## src/rtl/tbc_pkg.sv

```systemverilog
package tbc_pkg;
  typedef enum logic [1:0] {
    ST_IDLE = 2'd0,
    ST_EMIT = 2'd1,
    ST_DONE = 2'd2
  } tbc_state_e;
endpackage

```

## src/rtl/tbc_lane_pick.sv

```systemverilog
// Lowest-warp-first pick within one lane column.
module tbc_lane_pick #(
  parameter int WARPS  = 3,
  parameter int WIDX_W = (WARPS > 1) ? $clog2(WARPS) : 1
) (
  input  logic [WARPS-1:0]  col_i,
  output logic [WARPS-1:0]  grant_o,
  output logic [WIDX_W-1:0] widx_o,
  output logic              any_o
);
  always_comb begin
    grant_o = '0;
    widx_o  = '0;
    any_o   = 1'b0;
    for (int w = 0; w < WARPS; w++) begin
      if (col_i[w] && !any_o) begin
        grant_o[w] = 1'b1;
        widx_o     = WIDX_W'(w);
        any_o      = 1'b1;
      end
    end
  end
endmodule

```

## src/rtl/tbc_seq_ctrl.sv

```systemverilog
module tbc_seq_ctrl
  import tbc_pkg::*;
(
  input  logic clk_i,
  input  logic rst_ni,
  input  logic in_valid_i,
  input  logic out_ready_i,
  input  logic load_any_i,
  input  logic left_any_i,
  output logic in_ready_o,
  output logic out_valid_o,
  output logic done_o,
  output logic load_o,
  output logic fire_o
);
  tbc_state_e st_q, st_d;

  assign in_ready_o  = (st_q == ST_IDLE);
  assign out_valid_o = (st_q == ST_EMIT);
  assign done_o      = (st_q == ST_DONE);
  assign load_o      = in_ready_o & in_valid_i;
  assign fire_o      = out_valid_o & out_ready_i;

  always_comb begin
    st_d = st_q;
    unique case (st_q)
      ST_IDLE: if (load_o) st_d = load_any_i ? ST_EMIT : ST_DONE;
      ST_EMIT: if (fire_o && !left_any_i) st_d = ST_DONE;
      ST_DONE: st_d = ST_IDLE;
      default: st_d = ST_IDLE;
    endcase
  end

  always_ff @(posedge clk_i or negedge rst_ni) begin
    if (!rst_ni) st_q <= ST_IDLE;
    else         st_q <= st_d;
  end
endmodule

```

## src/rtl/tbc_lane_compactor.sv

```systemverilog
module tbc_lane_compactor #(
  parameter int LANES = 4,
  parameter int WARPS = 3,
  localparam int NTHR   = LANES * WARPS,
  localparam int TID_W  = (NTHR > 1) ? $clog2(NTHR) : 1,
  localparam int WIDX_W = (WARPS > 1) ? $clog2(WARPS) : 1
) (
  input  logic                   clk_i,
  input  logic                   rst_ni,
  input  logic                   in_valid_i,
  output logic                   in_ready_o,
  input  logic [NTHR-1:0]        in_mask_i,
  output logic                   out_valid_o,
  input  logic                   out_ready_i,
  output logic [LANES-1:0]       out_lane_vld_o,
  output logic [LANES*TID_W-1:0] out_tid_o,
  output logic                   done_o
);
  logic [NTHR-1:0] mask_q, clr_mask, left_mask;
  logic            load, fire;

  logic [LANES-1:0][WARPS-1:0]  col, grant;
  logic [LANES-1:0][WIDX_W-1:0] widx;

  for (genvar l = 0; l < LANES; l++) begin : g_lane
    for (genvar w = 0; w < WARPS; w++) begin : g_warp
      assign col[l][w]             = mask_q[w*LANES+l];
      assign clr_mask[w*LANES+l]   = grant[l][w];
    end

    tbc_lane_pick #(.WARPS(WARPS), .WIDX_W(WIDX_W)) u_pick (
      .col_i   (col[l]),
      .grant_o (grant[l]),
      .widx_o  (widx[l]),
      .any_o   (out_lane_vld_o[l])
    );

    assign out_tid_o[l*TID_W +: TID_W] = TID_W'(int'(widx[l]) * LANES + l);
  end

  assign left_mask = mask_q & ~clr_mask;

  tbc_seq_ctrl u_ctrl (
    .clk_i       (clk_i),
    .rst_ni      (rst_ni),
    .in_valid_i  (in_valid_i),
    .out_ready_i (out_ready_i),
    .load_any_i  (|in_mask_i),
    .left_any_i  (|left_mask),
    .in_ready_o  (in_ready_o),
    .out_valid_o (out_valid_o),
    .done_o      (done_o),
    .load_o      (load),
    .fire_o      (fire)
  );

  always_ff @(posedge clk_i or negedge rst_ni) begin
    if (!rst_ni)   mask_q <= '0;
    else if (load) mask_q <= in_mask_i;
    else if (fire) mask_q <= left_mask;
  end
endmodule

```

## config.mk

```make
export PLATFORM = sky130hd
export DESIGN_NAME = tbc_lane_compactor
export DESIGN_NICKNAME = d
export VERILOG_FILES = /design/src/rtl/tbc_pkg.sv /design/src/rtl/tbc_lane_pick.sv /design/src/rtl/tbc_seq_ctrl.sv /design/src/rtl/tbc_lane_compactor.sv
export SDC_FILE = /design/constraint.sdc
export NUM_CORES = 1
export LEC_CHECK = 0
export BUFFER_PORTS_ARGS = -buffer_cell sky130_fd_sc_hd__buf_2
export CORE_MARGIN = 1.5
export CORE_UTILIZATION = 30
export CTS_CLUSTER_DIAMETER = 60
export DETAILED_ROUTE_END_ITERATION = 16
export HOLD_SLACK_MARGIN = 0.12
export PLACE_DENSITY = 0.53
export SLEW_MARGIN = 5
export SYNTH_ARGS = -nofsm -noshare
export SYNTH_HDL_FRONTEND = slang
export SYNTH_HIERARCHICAL = 1
export SYNTH_SLANG_ARGS = --single-unit
```

## constraint.sdc

```tcl
create_clock -name clk_i -period 2.7 [get_ports clk_i]
set_input_delay 0.135 -clock clk_i [delete_from_list [all_inputs] [get_ports clk_i]]
set_output_delay 0.135 -clock clk_i [all_outputs]
set_load 0.05 [all_outputs]
```

==> metrics <==
GRT Resource Usage Total 13.7%; Post-Syn Instances 129; sequential share of the synthesized area 34.5%; clock tree buffer depth 2; gpl congestion 0.767; status completed; TritonCTS Buffers 3; peak per-stage delay on the critical path 510 ps; Syn Std Cell Area 0.00101 mm2; Min-Delay Startpoint in_valid_i; I/O pins 39; Hold Path End u_ctrl/st_q[0]; share of layout cells above drive strength 1 27.0%; critical path endpoint category flip-flop; Row Count 20; Critical Path, Cell by Cell nor3b_1 -> nor2b_4 -> a2111oi_1 -> nand3_1 -> nand2b_1 -> a32o_2; Root Driver clkbuf_4; WHS Path Cells 2; CP Buf/Inv Count 0; ANT cells 0; Yosys reg bits 14; pwr dens 1140 mW/mm2; Final WS setup 689 ps; Die H 61.2 um; CP Launch Type flip-flop; CORE AREA 0.00313 mm2; largest net degree at the start of global routing 25; reg2reg end u_ctrl/st_q[0]; RSZ-0062 raised after global routing false; Final Hold Fails 0; total number of vias 890; CTS tree yes; worst-path fanout max 7; Fmax 497 MHz; Routed WL 2.34 mm; first-pass GRT wire length 3.77 mm; Worst path top cell family by delay simple AND/OR/NAND/NOR gates; Clk Latency, worst-skew pair 270 ps; crit path time final 2010 ps; vias in the first global route 869; initial drt markers 49; dpl hpwl 1.72 mm; Nets 176; DP Worst Slack 710 ps; Hold WC Path Type input pin to flip-flop; worst endpoint required time 2870 ps; H-tree levels 1; P_leak 0.000590 uW; max_cap viols 0; # setup viols final 0; Starting Density 32.4%; Worst VDD drop 0.362 mV; max-slew violations 0; Crit path arrival time 2180 ps; flop2flop setup slack 690 ps; slew margin rel. 52.6%; final period utilization 74.5%; drc violations 0; post-route ant nets 0; Syn Area/Cell 7.87 um2; CTS sink cnt 14; clock transition at the registers of the reported paths 90 ps; total grt overflow 0; worst slew pin tran 711 ps; Setup Skew 1.34 ps; synth warn 6; Vias/cell 4.38; Critical Path Slowest Stage Cell nor3b_1; area grow syn2layout 22.7%; First-pass DRT Iterations 4; initial antenna violation count 0; drt wl/cell 11.5 um; setup TNS 0 ps; Die X 61.2 um; Reg2Reg Depth 6; r2r startpoint mask_q[1]; Worst Setup Path Type flip-flop to flip-flop; Setup crit start mask_q[1]; Port Buffers 30; library cells used by synthesis 22; die area 0.00374 mm2
## logic make-up after synthesis
| kind of cell | share of synthesized area (%) |
|---|---|
| compound gates | 11.0 |
| simple gates | 36.1 |
| other cells | 0.740 |
| buf+inv | 17.6 |
| flops | 34.5 |
## timing repair
item | 4_1_cts | 5_1_grt
hold buffers | 13 | 0
setup endpoints to repair | 0 | 0
hold endpoints to repair | 26 | 0
setup buffers | 0 | 0
resized for setup | 0 | 0
## worst reg2reg max path: stages (launching register included)
cell	delay, ps
dfrtp_1	440
nor3b_1	510
nor2b_4	60
a2111oi_1	340
nand3_1	150
nand2b_1	180
a32o_2	230
## cell usage in the layout (no fill, tap or decap), drive strengths merged
cell / n
or3: 4
buf: 30
a32o: 2
nor4: 3
and2b: 5
a2111oi: 3
nand3: 2
and2: 2
nor2b: 11
dfrtp: 14
clkbuf: 4
nor2: 1
nand2b: 1
conb: 8
nor3b: 4
nand2: 36
inv: 4
dlygate4sd3: 13
o21ai: 12
## worst max path at each step
stage                     cells after the start              to
after detailed placement                      6  u_ctrl/st_q[0]
after floorplan                               6  u_ctrl/st_q[0]
after global placement                        6  u_ctrl/st_q[0]
after global routing                          6  u_ctrl/st_q[0]
after CTS                                     6  u_ctrl/st_q[0]
final                                         6  u_ctrl/st_q[0]
## routing by layer
layer	global-route usage, %	part of all wire, %	vias to the layer above
li1	-	-	458
met1	17.0	45	400
met2	22.9	48	28
met3	2.31	4.6	4
met4	6.83	1.8	0
met5	0	0	-
## cell usage after synthesis, drive strengths merged
| cell | n | area (um2) |
|---|---|---|
| nand2 | 36 | 135 |
| inv | 4 | 15.0 |
| o21ai | 12 | 60.1 |
| dfrtp | 14 | 350 |
| nor2 | 1 | 6.26 |
| a32o | 2 | 21.3 |
| conb | 2 | 7.51 |
| a2111oi | 3 | 30.0 |
| nand3 | 2 | 10.0 |
| or3 | 4 | 25.0 |
| buf | 22 | 160 |
| and2 | 2 | 12.5 |
| clkbuf | 1 | 3.75 |
| nor4 | 3 | 18.8 |
| nor3b | 4 | 30.0 |
| and2b | 5 | 43.8 |
| nand2b | 1 | 6.26 |
| nor2b | 11 | 78.8 |
## final cells by class
| type | instances | area (um2) |
|---|---|---|
| Timing Repair Buffer | 43 | 280 |
| Fill cell | 329 | 1880 |
| Sequential cell | 14 | 350 |
| Clock buffer | 4 | 36.3 |
| Inverter | 4 | 15.0 |
| Tap cell | 44 | 55.1 |
| Multi-Input combinational cell | 94 | 508 |
## per-stage QoR
step	power, uW	cell area (um2)	hold slack, ps	utilization [%]	instances
2_1_floorplan	1190	1040	-161	-	135
3_3_place_gp	1260	1080	58.9	34.5	186
3_5_place_dp	1270	1080	59.6	34.5	186
4_1_cts	1440	1240	130	39.8	203
5_1_grt	1530	1240	154	39.8	203
6_report	1420	1240	142	39.8	203
## state kept, by name, summed over array words and instances, names as in the netlist
signal       flops
mask_q          12
u_ctrl/st_q      2
## report_power, final
group	total (uW)	internal [uW]	switching (uW)
combinational	891	263	629
sequential	379	292	87.6
clock	151	81.9	69.5
Note: power is estimated with default switching activity, not from simulation.
